$ cat src/rtl/irq_agg_pkg.sv
package irq_agg_pkg;
  localparam int BANK_W      = 32;
  localparam int ADDR_W      = 8;
  localparam int NUM_CTRL    = 3;
  localparam int CTRL_STRIDE = 6;   // words per controller bank
  localparam int SENSE_STRIDE = 8;  // words per sense bank

  localparam logic [ADDR_W-1:0] CTRL_BASE [NUM_CTRL] = '{8'h00, 8'h40, 8'hC0};
  localparam logic [ADDR_W-1:0] SENSE_BASE = 8'h80;

  // controller word offsets
  localparam int C_MASKED = 0, C_RAW = 1, C_EN_SET = 2, C_EN_CLR = 3,
                 C_F_SET = 4, C_F_CLR = 5;
  // sense word offsets
  localparam int S_TRIG = 0, S_ACK = 1, S_RISE = 2, S_FALL = 3,
                 S_R_SET = 4, S_R_CLR = 5, S_F_SET = 6, S_F_CLR = 7;
endpackage

$ cat src/rtl/irq_sync.sv
module irq_sync #(
  parameter int W      = 64,
  parameter int STAGES = 2
) (
  input  logic         clk,
  input  logic         rst_n,
  input  logic [W-1:0] d,
  output logic [W-1:0] q
);
  logic [W-1:0] stg [STAGES];

  always_ff @(posedge clk or negedge rst_n) begin
    if (!rst_n) begin
      for (int i = 0; i < STAGES; i++) stg[i] <= '0;
    end else begin
      stg[0] <= d;
      for (int i = 1; i < STAGES; i++) stg[i] <= stg[i-1];
    end
  end

  assign q = stg[STAGES-1];
endmodule

$ cat src/rtl/irq_sense.sv
module irq_sense #(
  parameter int N = 64
) (
  input  logic         clk,
  input  logic         rst_n,
  input  logic [N-1:0] lines,
  input  logic [N-1:0] rise_set,
  input  logic [N-1:0] rise_clr,
  input  logic [N-1:0] fall_set,
  input  logic [N-1:0] fall_clr,
  input  logic [N-1:0] ack,
  output logic [N-1:0] trig,
  output logic [N-1:0] latch_q,
  output logic [N-1:0] rise_cfg,
  output logic [N-1:0] fall_cfg
);
  logic [N-1:0] prev_q, up_ev, down_ev, set_ev, edge_mode, level_val;

  always_comb begin
    up_ev     = lines & ~prev_q;
    down_ev   = ~lines & prev_q;
    edge_mode = rise_cfg ^ fall_cfg;
    set_ev    = (rise_cfg & ~fall_cfg & up_ev) | (~rise_cfg & fall_cfg & down_ev);
    level_val = lines ^ rise_cfg;   // both planes set -> inverted
    trig      = (edge_mode & latch_q) | (~edge_mode & level_val);
  end

  always_ff @(posedge clk or negedge rst_n) begin
    if (!rst_n) begin
      prev_q   <= '0;
      latch_q  <= '0;
      rise_cfg <= '0;
      fall_cfg <= '0;
    end else begin
      prev_q   <= lines;
      latch_q  <= (latch_q & ~ack) | set_ev;
      rise_cfg <= (rise_cfg | rise_set) & ~rise_clr;
      fall_cfg <= (fall_cfg | fall_set) & ~fall_clr;
    end
  end


  ack_clears_chk: assert property (@(posedge clk) disable iff (!rst_n)
    (ack != '0) |=> ((latch_q & $past(ack & ~set_ev)) == '0));


  latch_sticky_chk: assert property (@(posedge clk) disable iff (!rst_n)
    (ack == '0) |=> ((latch_q & $past(latch_q)) == $past(latch_q)));
endmodule

$ cat src/rtl/irq_out_ctrl.sv
module irq_out_ctrl #(
  parameter int N = 64
) (
  input  logic         clk,
  input  logic         rst_n,
  input  logic [N-1:0] trig,
  input  logic [N-1:0] en_set,
  input  logic [N-1:0] en_clr,
  input  logic [N-1:0] frc_set,
  input  logic [N-1:0] frc_clr,
  output logic [N-1:0] en_q,
  output logic [N-1:0] frc_q,
  output logic [N-1:0] raw,
  output logic [N-1:0] masked,
  output logic         irq
);
  always_ff @(posedge clk or negedge rst_n) begin
    if (!rst_n) begin
      en_q  <= '0;
      frc_q <= '0;
    end else begin
      en_q  <= (en_q | en_set) & ~en_clr;
      frc_q <= (frc_q | frc_set) & ~frc_clr;
    end
  end

  always_comb begin
    raw    = trig | frc_q;
    masked = raw & en_q;
    irq    = |masked;
  end


  en_clear_chk: assert property (@(posedge clk) disable iff (!rst_n)
    (en_clr != '0) |=> ((en_q & $past(en_clr)) == '0));


  force_clear_chk: assert property (@(posedge clk) disable iff (!rst_n)
    (frc_clr != '0) |=> ((frc_q & $past(frc_clr)) == '0));


  irq_needs_enable_chk: assert property (@(posedge clk) disable iff (!rst_n)
    irq |-> (en_q != '0));
endmodule

$ cat src/rtl/irq_aggregator.sv
module irq_aggregator
  import irq_agg_pkg::*;
#(
  parameter int N_LINES     = 64,
  parameter int SYNC_STAGES = 2
) (
  input  logic                clk,
  input  logic                rst_n,
  input  logic [N_LINES-1:0]  irq_in,
  input  logic                bus_wr,
  input  logic [ADDR_W-1:0]   bus_addr,
  input  logic [BANK_W-1:0]   bus_wdata,
  output logic [BANK_W-1:0]   bus_rdata,
  output logic [NUM_CTRL-1:0] irq_out
);
  localparam int BANKS = N_LINES / BANK_W;

  function automatic logic [N_LINES-1:0] place(input logic [BANK_W-1:0] d, input int b);
    logic [N_LINES-1:0] v;
    v = '0;
    v[b*BANK_W +: BANK_W] = d;
    return v;
  endfunction

  function automatic logic [BANK_W-1:0] pick(input logic [N_LINES-1:0] v, input int b);
    return v[b*BANK_W +: BANK_W];
  endfunction

  logic [N_LINES-1:0] lines_s;
  logic [N_LINES-1:0] trig, latch_q, rise_cfg, fall_cfg;
  logic [N_LINES-1:0] s_rset, s_rclr, s_fset, s_fclr, s_ack;

  irq_sync #(.W(N_LINES), .STAGES(SYNC_STAGES)) u_sync (
    .clk(clk), .rst_n(rst_n), .d(irq_in), .q(lines_s)
  );

  // sense block decode
  logic [ADDR_W-1:0] s_off;
  logic              s_hit;
  int                s_bank, s_idx;
  logic [N_LINES-1:0] s_wmask;

  always_comb begin
    s_off   = bus_addr - SENSE_BASE;
    s_hit   = (bus_addr >= SENSE_BASE) && (int'(s_off) < SENSE_STRIDE*BANKS);
    s_bank  = int'(s_off) / SENSE_STRIDE;
    s_idx   = int'(s_off) % SENSE_STRIDE;
    s_wmask = (s_hit && bus_wr) ? place(bus_wdata, s_bank) : '0;
    s_ack   = (s_idx == S_ACK)   ? s_wmask : '0;
    s_rset  = (s_idx == S_R_SET) ? s_wmask : '0;
    s_rclr  = (s_idx == S_R_CLR) ? s_wmask : '0;
    s_fset  = (s_idx == S_F_SET) ? s_wmask : '0;
    s_fclr  = (s_idx == S_F_CLR) ? s_wmask : '0;
  end

  irq_sense #(.N(N_LINES)) u_sense (
    .clk(clk), .rst_n(rst_n), .lines(lines_s),
    .rise_set(s_rset), .rise_clr(s_rclr), .fall_set(s_fset), .fall_clr(s_fclr),
    .ack(s_ack), .trig(trig), .latch_q(latch_q),
    .rise_cfg(rise_cfg), .fall_cfg(fall_cfg)
  );

  logic [BANK_W-1:0] c_rd  [NUM_CTRL];
  logic              c_hit [NUM_CTRL];

  for (genvar k = 0; k < NUM_CTRL; k++) begin : g_ctrl
    logic [ADDR_W-1:0]  off;
    int                 bank, idx;
    logic [N_LINES-1:0] wmask, en_set, en_clr, frc_set, frc_clr;
    logic [N_LINES-1:0] en_q, frc_q, raw, masked;

    always_comb begin
      off        = bus_addr - CTRL_BASE[k];
      c_hit[k]   = (bus_addr >= CTRL_BASE[k]) && (int'(off) < CTRL_STRIDE*BANKS);
      bank       = int'(off) / CTRL_STRIDE;
      idx        = int'(off) % CTRL_STRIDE;
      wmask      = (c_hit[k] && bus_wr) ? place(bus_wdata, bank) : '0;
      en_set     = (idx == C_EN_SET) ? wmask : '0;
      en_clr     = (idx == C_EN_CLR) ? wmask : '0;
      frc_set    = (idx == C_F_SET)  ? wmask : '0;
      frc_clr    = (idx == C_F_CLR)  ? wmask : '0;
    end

    irq_out_ctrl #(.N(N_LINES)) u_ctrl (
      .clk(clk), .rst_n(rst_n), .trig(trig),
      .en_set(en_set), .en_clr(en_clr), .frc_set(frc_set), .frc_clr(frc_clr),
      .en_q(en_q), .frc_q(frc_q), .raw(raw), .masked(masked), .irq(irq_out[k])
    );

    always_comb begin
      c_rd[k] = '0;
      if (c_hit[k]) begin
        case (idx)
          C_MASKED:           c_rd[k] = pick(masked, bank);
          C_RAW:              c_rd[k] = pick(raw, bank);
          C_EN_SET, C_EN_CLR: c_rd[k] = pick(en_q, bank);
          C_F_SET, C_F_CLR:   c_rd[k] = pick(frc_q, bank);
          default:            c_rd[k] = '0;
        endcase
      end
    end
  end

  always_comb begin
    bus_rdata = '0;
    if (s_hit) begin
      case (s_idx)
        S_TRIG:                  bus_rdata = pick(trig, s_bank);
        S_ACK:                   bus_rdata = pick(latch_q, s_bank);
        S_RISE, S_R_SET, S_R_CLR: bus_rdata = pick(rise_cfg, s_bank);
        S_FALL, S_F_SET, S_F_CLR: bus_rdata = pick(fall_cfg, s_bank);
        default:                 bus_rdata = '0;
      endcase
    end
    for (int k = 0; k < NUM_CTRL; k++)
      if (c_hit[k]) bus_rdata = c_rd[k];
  end


  unmapped_zero_chk: assert property (@(posedge clk) disable iff (!rst_n)
    (!s_hit && !c_hit[0] && !c_hit[1] && !c_hit[2]) |-> (bus_rdata == '0));
endmodule

$ cat config.mk
export PLATFORM = sky130hd
export DESIGN_NAME = irq_aggregator
export DESIGN_NICKNAME = d
export VERILOG_FILES = /design/src/rtl/irq_agg_pkg.sv /design/src/rtl/irq_sync.sv /design/src/rtl/irq_sense.sv /design/src/rtl/irq_out_ctrl.sv /design/src/rtl/irq_aggregator.sv
export SDC_FILE = /design/constraint.sdc
export NUM_CORES = 2
export LEC_CHECK = 0
export BUFFER_PORTS_ARGS = -buffer_cell sky130_fd_sc_hd__buf_2
export CAP_MARGIN = 10
export CORE_ASPECT_RATIO = 1.5
export CORE_MARGIN = 2
export CORE_UTILIZATION = 40
export CTS_CLUSTER_DIAMETER = 30
export DETAILED_ROUTE_END_ITERATION = 8
export HOLD_SLACK_MARGIN = 0.15
export SYNTH_ARGS = -nofsm -noshare
export SYNTH_HDL_FRONTEND = slang
export SYNTH_SLANG_ARGS = --single-unit
$ cat constraint.sdc
create_clock -name clk -period 9.7 [get_ports clk]
set_input_delay 0.485 -clock clk [delete_from_list [all_inputs] [get_ports clk]]
set_output_delay 0.485 -clock clk [all_outputs]
set_load 0.1 [all_outputs]
* Word level (Yosys, flattened, before mapping)
Cells that the tools add are included.
** Cells by class
- $add $sub $neg :: 7
- Divide/modulo/power cells :: 6
- Reduce and logical (&&, ||, !) cells :: 23
- Bitwise operators :: 54
- Muxes and demuxes :: 29
- $lt $le $gt $ge :: 8
- Shift-type cells :: 24
- Eq/ne operators :: 39
** Operators by type and width (count)
- 64-bit AND :: 24
- 64-bit two-way mux :: 21
- 64-bit inverter :: 14
- 64-bit OR :: 14
- 64-bit by 32-bit variable part select with 32-bit output :: 12
- 32-bit case mux with 4 select lines :: 4
- 32-bit by 3-bit equality test with 1-bit output (second input constant) :: 12
- 32-bit by 33-bit variable shift with 64-bit output (first input constant) :: 4
- 32-bit by 33-bit variable part select with 64-bit output :: 4
- 64-bit by 11-bit variable part select with 32-bit output :: 4
- 32-bit by 2-bit equality test with 1-bit output (second input constant) :: 6
- 32-bit by 4-bit equality test with 1-bit output (second input constant) :: 6
- 64-bit OR reduction :: 3
- 32-bit logical NOT :: 4
- 32-bit two-way mux :: 4
- 64-bit XOR :: 2
- 32-bit negator with 33-bit output :: 3
- 9-bit by 4-bit divider with 32-bit output (second input constant) :: 3
- 32-bit by 1-bit equality test with 1-bit output (second input constant) :: 3
- 9-bit by 4-bit modulo with 32-bit output (second input constant) :: 3
- 10-bit negator with 33-bit output :: 1
- 8-bit by 4-bit < comparator with 1-bit output (second input constant) :: 3
- 3-bit equality test (second input constant) :: 6
- 8-bit >= comparator (second input constant) :: 2
- other kinds (10) :: 28
** Storage, ports and cells
- Input port bits :: 107
- Logic and storage cells :: 202
- Bits in registers :: 768
- Output and inout port bits :: 35

* Logic depth before layout (Yosys ltp)
- Word-level depth :: 11
- Depth in mapped cells :: 33
- Depth with buffers taken out :: 25

* Cells and area by module
Synthesis repeated with hierarchy kept, for this count alone.
** Unflattened totals
- Cells, all modules :: 6557
- Area total of the unflattened synthesis :: 51871.0 um^2
** Modules (own cells, without submodules)
- irq_aggregator :: area an instance 20462.1 um^2, instances 1, seq. area each 0.0 um^2, cells an instance 3550
- irq_out_ctrl :: area an instance 5185.0 um^2, instances 3, seq. area each 3203.1 um^2, cells an instance 533
- irq_sense :: area an instance 12170.4 um^2, instances 1, seq. area each 6406.1 um^2, cells an instance 1216
- irq_sync :: area an instance 3683.5 um^2, instances 1, seq. area each 3203.1 um^2, cells an instance 192

* Least setup slack after synthesis
OpenSTA, ideal clock, no wires.
- Path type :: input port to output port
- Start point :: input port bus_addr[3]
- End point :: output port bus_rdata[19]
- Path buffers :: 7
- Path slack :: 1.117 ns
- Cell stages on the path :: 28
- Arrival :: 8.098 ns
- Required time :: 9.215 ns
- Cells stage by stage :: buf_4 -> inv_1 -> clkbuf_1 -> clkbuf_1 -> clkbuf_1 -> ha_1 -> nor3b_2 -> buf_4 -> nor2_1 -> ha_1 -> a211oi_1 -> or3_4 -> a311oi_2 -> a211oi_1 -> a211oi_2 -> o211ai_1 -> a21oi_1 -> ha_1 -> and3_1 -> and3_1 -> a2111o_1 -> o311ai_4 -> nor2_4 -> buf_2 -> buf_2 -> a21o_1 -> a22oi_1 -> o221ai_1
** On the way
- Word-level cells in the longest chain between the ends :: 7
- Elaborated cells between the ends (all ways) :: 69
- Those cells by class :: add/sub (3); div (6); order compare (8); eq/ne (15); shift (16); mux (8); reduce/logical (13)
** Ends and longest elaborated chain
- start, declared :: line irq_aggregator.sv:11 : input logic [ADDR_W-1:0] bus_addr,
- parallel branches: the longest is 6 deep, another holds 9-bit by 4-bit divider with 32-bit output
- 32-bit two-way mux (*) :: line irq_aggregator.sv:116 : if (c_hit[k]) bus_rdata = c_rd[k];
- end, declared :: line irq_aggregator.sv:13 : output logic [BANK_W-1:0] bus_rdata,
Mark *: on every way between the ends.

* Final worst setup path
- Start point :: input port bus_addr[4]
- End point :: output port bus_rdata[25]
Same word-level chain as after synthesis.

==> impl_metrics.yaml <==
critical_path:
  path_class: "in -> out"
  critPathRequiredTime_ns: 9.22
  endpoint_kind: "primary output"
  reg2reg_depth: 4
  r2r_start: "u_sense.rise_cfg[26]$_DFF_PN0_"
  path_max_fanout: 18
  critPathLaunchType: "primary input"
  r2r_end: "u_sense.latch_q[26]$_DFF_PN0_"
  crit_arrival_ns: 8.55
  reg2reg_slack_ns: 8.67
finish:
  final_cell_mix: "nand2_1, dfrtp_1, a21oi_1, o21ai_0, nor2_1"
  seq_area_um2: 19200
  area_delta_synth_final_pct: 17.8
  nets: 5775
  final_common_cell: "nand2_1"
  drive_above_1_share_pct: 15.3
  multi_input_area_um2: 25100
  finalNonFillerCells: 7192
  fillers: 11000
timing:
  relSlewSlack_pct: 4.07
  rsz0062_at_grt: "no"
  skew_ns: 0.0170
  setup_viol: 0
  fmax_ghz: 0.111
  slew_violations: 0
  setup_ws_ns: 0.665
  hold_viol_final: 0
  fin_setup_tns_ns: 0
  worst_slew_pin_slew_ns: 1.44
  fin_crit_sh_pct: 93.1
  period_needed_ns: 9.04
global_route:
  grt_pass1_wl_um: 299000
  grt_pass1_vias: 43600
  grt_usage_pct: 34.4
  overflow: 0
  grt_max_degree: 174
  antenna_found_initial: 15
drt:
  first_pass_iters: 6
  via_count: 45200
  viasPerCell: 6.29
  routed_wl_um: 206000
  drt-initial-drc-count: 5058
  wl_per_cell_um: 28.7
  drtAntennaViolNets: 0
  drc: 0
floorplanning:
  dieHeight_um: 422
  core_area_um2: 116000
  fp.dieArea_um2: 119000
  num_rows: 153
  ios: 142
  start_util_pct: 40.2
  die_w_um: 283
synth:
  syn_inst: 5388
  yosysSeqAreaShare_pct: 41.2
  yosys.area.top_type: "dfrtp_1"
  async_reset_ff_share_pct: 100
  ys_ff_latch: 768
  netlist-cell-type-count: 115
  synth_edf_count: 0
  netlist.area_leader.share_pct: 41.2
  yosysWarnings: 0
  netlist_area_um2: 46600
  yosys-top-cells-area: "dfrtp_1, nand2_1, a21oi_1"
  syn_nets: 5644
  avgSynthCellArea_um2: 8.65
  synth_ff_type: "dfrtp_1"
clocking:
  h-tree-depth: 4
  cts_setup_buffers: 0
  cts_tree: "yes"
  clk_pin_slew_ns: 0.05
  numClockSinks: 768
  cts-buffers-inserted: 139
  insertion_delay_ns: 0.77
  clk_root_buffer_cell: "clkbuf_16"
  cts_buffer_depth: 3
run_status:
  status: "finished, final reports clean"
placed_design:
  io_buffers: 141
  hpwl_um: 141000
  gp_congestion: 1.04
  dp_cells: 6861
  place_ws_ns: 0.926
min_path:
  holdPathStages: 2
  whs_endpoint: "g_ctrl[1].u_ctrl.en_q[48]$_DFF_PN0_"
  min_path_type: "in -> reg"
  hp-start: "bus_wdata[16]"
flow_run:
  maxCapViolCount: 0
pwr:
  power.density_nw_per_um2: 182
  power_mw: 9.99
  ir_drop_v: 0.000165
  p_leak_nw: 23.1
-- how the worst max path moves through the flow --
stage                start            end  slack (ns)  cells past startpoint
6_report       bus_addr[4]  bus_rdata[25]        0.66                     22
5_1_grt        bus_addr[6]  bus_rdata[22]        0.30                     25
4_1_cts        bus_addr[6]  bus_rdata[24]        0.89                     25
3_5_place_dp   bus_addr[6]  bus_rdata[22]        0.93                     25
3_3_place_gp   bus_addr[6]  bus_rdata[22]        0.97                     25
2_1_floorplan  bus_addr[3]  bus_rdata[19]        1.12                     28
-- Yosys cell counts (67+ instances only) --
| cell type | count |
|---|---|
| inv_1 | 199 |
| nand2_1 | 957 |
| a21o_1 | 77 |
| xnor2_1 | 71 |
| o21ai_0 | 524 |
| a21oi_1 | 552 |
| ha_1 | 149 |
| nor2_1 | 268 |
| buf_2 | 85 |
| o22ai_1 | 114 |
| mux2_2 | 166 |
| o211ai_1 | 93 |
| dfrtp_1 | 768 |
| nand3_1 | 67 |
| clkbuf_1 | 242 |
| nand3b_1 | 67 |
-- per-stage QoR --
step	util (%)	area, um2	hold slack [ns]
after global placement	42.5	49300	0.334
after CTS	47.3	54800	0.186
after global routing	47.4	54900	0.236
after detailed placement	42.5	49300	0.335
final	47.4	54900	0.233
after floorplan	-	46600	0.189
-- report_power, final --
part           total, mW  switching, mW  internal, mW
logic               1.62           1.16         0.455
registers           3.29         0.0383          3.25
clock network       5.08           1.92          3.17
-- flip-flops by register name, summed over array words and instances (netlist names) --
| name | flops |
|---|---|
| u_sense.fall_cfg | 64 |
| g_ctrl.u_ctrl.en_q | 192 |
| u_sync.stg | 64 |
| u_sense.rise_cfg | 64 |
| g_ctrl.u_ctrl.frc_q | 192 |
| u_sense.prev_q | 64 |
| u_sync.q | 64 |
| u_sense.latch_q | 64 |
-- area by class of cell --
cell class                 instances  share of cell area [%]
clock buffer                     168                    7.01
antenna                            6                  0.0274
timing repair buffer             379                    5.26
inverter                         206                    1.42
clock inverter                    90                    1.92
sequential                       768                    35.0
multi-input combinational       4025                    45.8
tap                             1550                    3.53
-- critical path, cell delays in order --
cell and delay (ns):
buf_2 0.09, inv_1 0.17, ha_1 0.33, nand2b_1 0.43
o31ai_2 0.73, nor4_1 0.22, a211oi_1 0.27, a2bb2oi_2 0.43
o21ai_1 0.29, or3_1 0.39, and2_0 0.24, ha_1 0.31
o31ai_1 0.11, a311oi_1 0.19, a2111o_1 0.51, nor3_4 0.82
buf_12 0.25, nand2_1 0.06, a221o_1 0.31, a21oi_1 1.02
or4_1 0.40, buf_2 0.48
-- layer usage --
layer  routed length [um]  GRT usage, %  vias to the layer above
met5                   81             0                        -
met4                22800          31.2                       16
met3                17200          7.59                      851
met2                93200          53.3                     2534
met1                73200          39.4                    22000
li1                     -             -                    19800
-- cell families after synthesis --
| family | count (synthesis) | share of synthesized area [%] |
|---|---|---|
| AND/OR/NAND/NOR | 1648 | 16.0 |
| multiplexers | 280 | 6.62 |
| AO/OA/AOI/OAI | 1872 | 25.5 |
| buffers and inverters | 595 | 5.13 |
| XOR/XNOR | 75 | 1.41 |
| flip-flops | 768 | 41.2 |
| adder cells (fa/ha/maj) | 150 | 4.02 |
-- timing repair --
item	4_1_cts	5_1_grt
setup endpoints to repair	0	0
hold buffers	65	0
hold endpoints to repair	185	0
gates resized for setup	0	0
No activity file was read; power rests on OpenSTA's default activity.
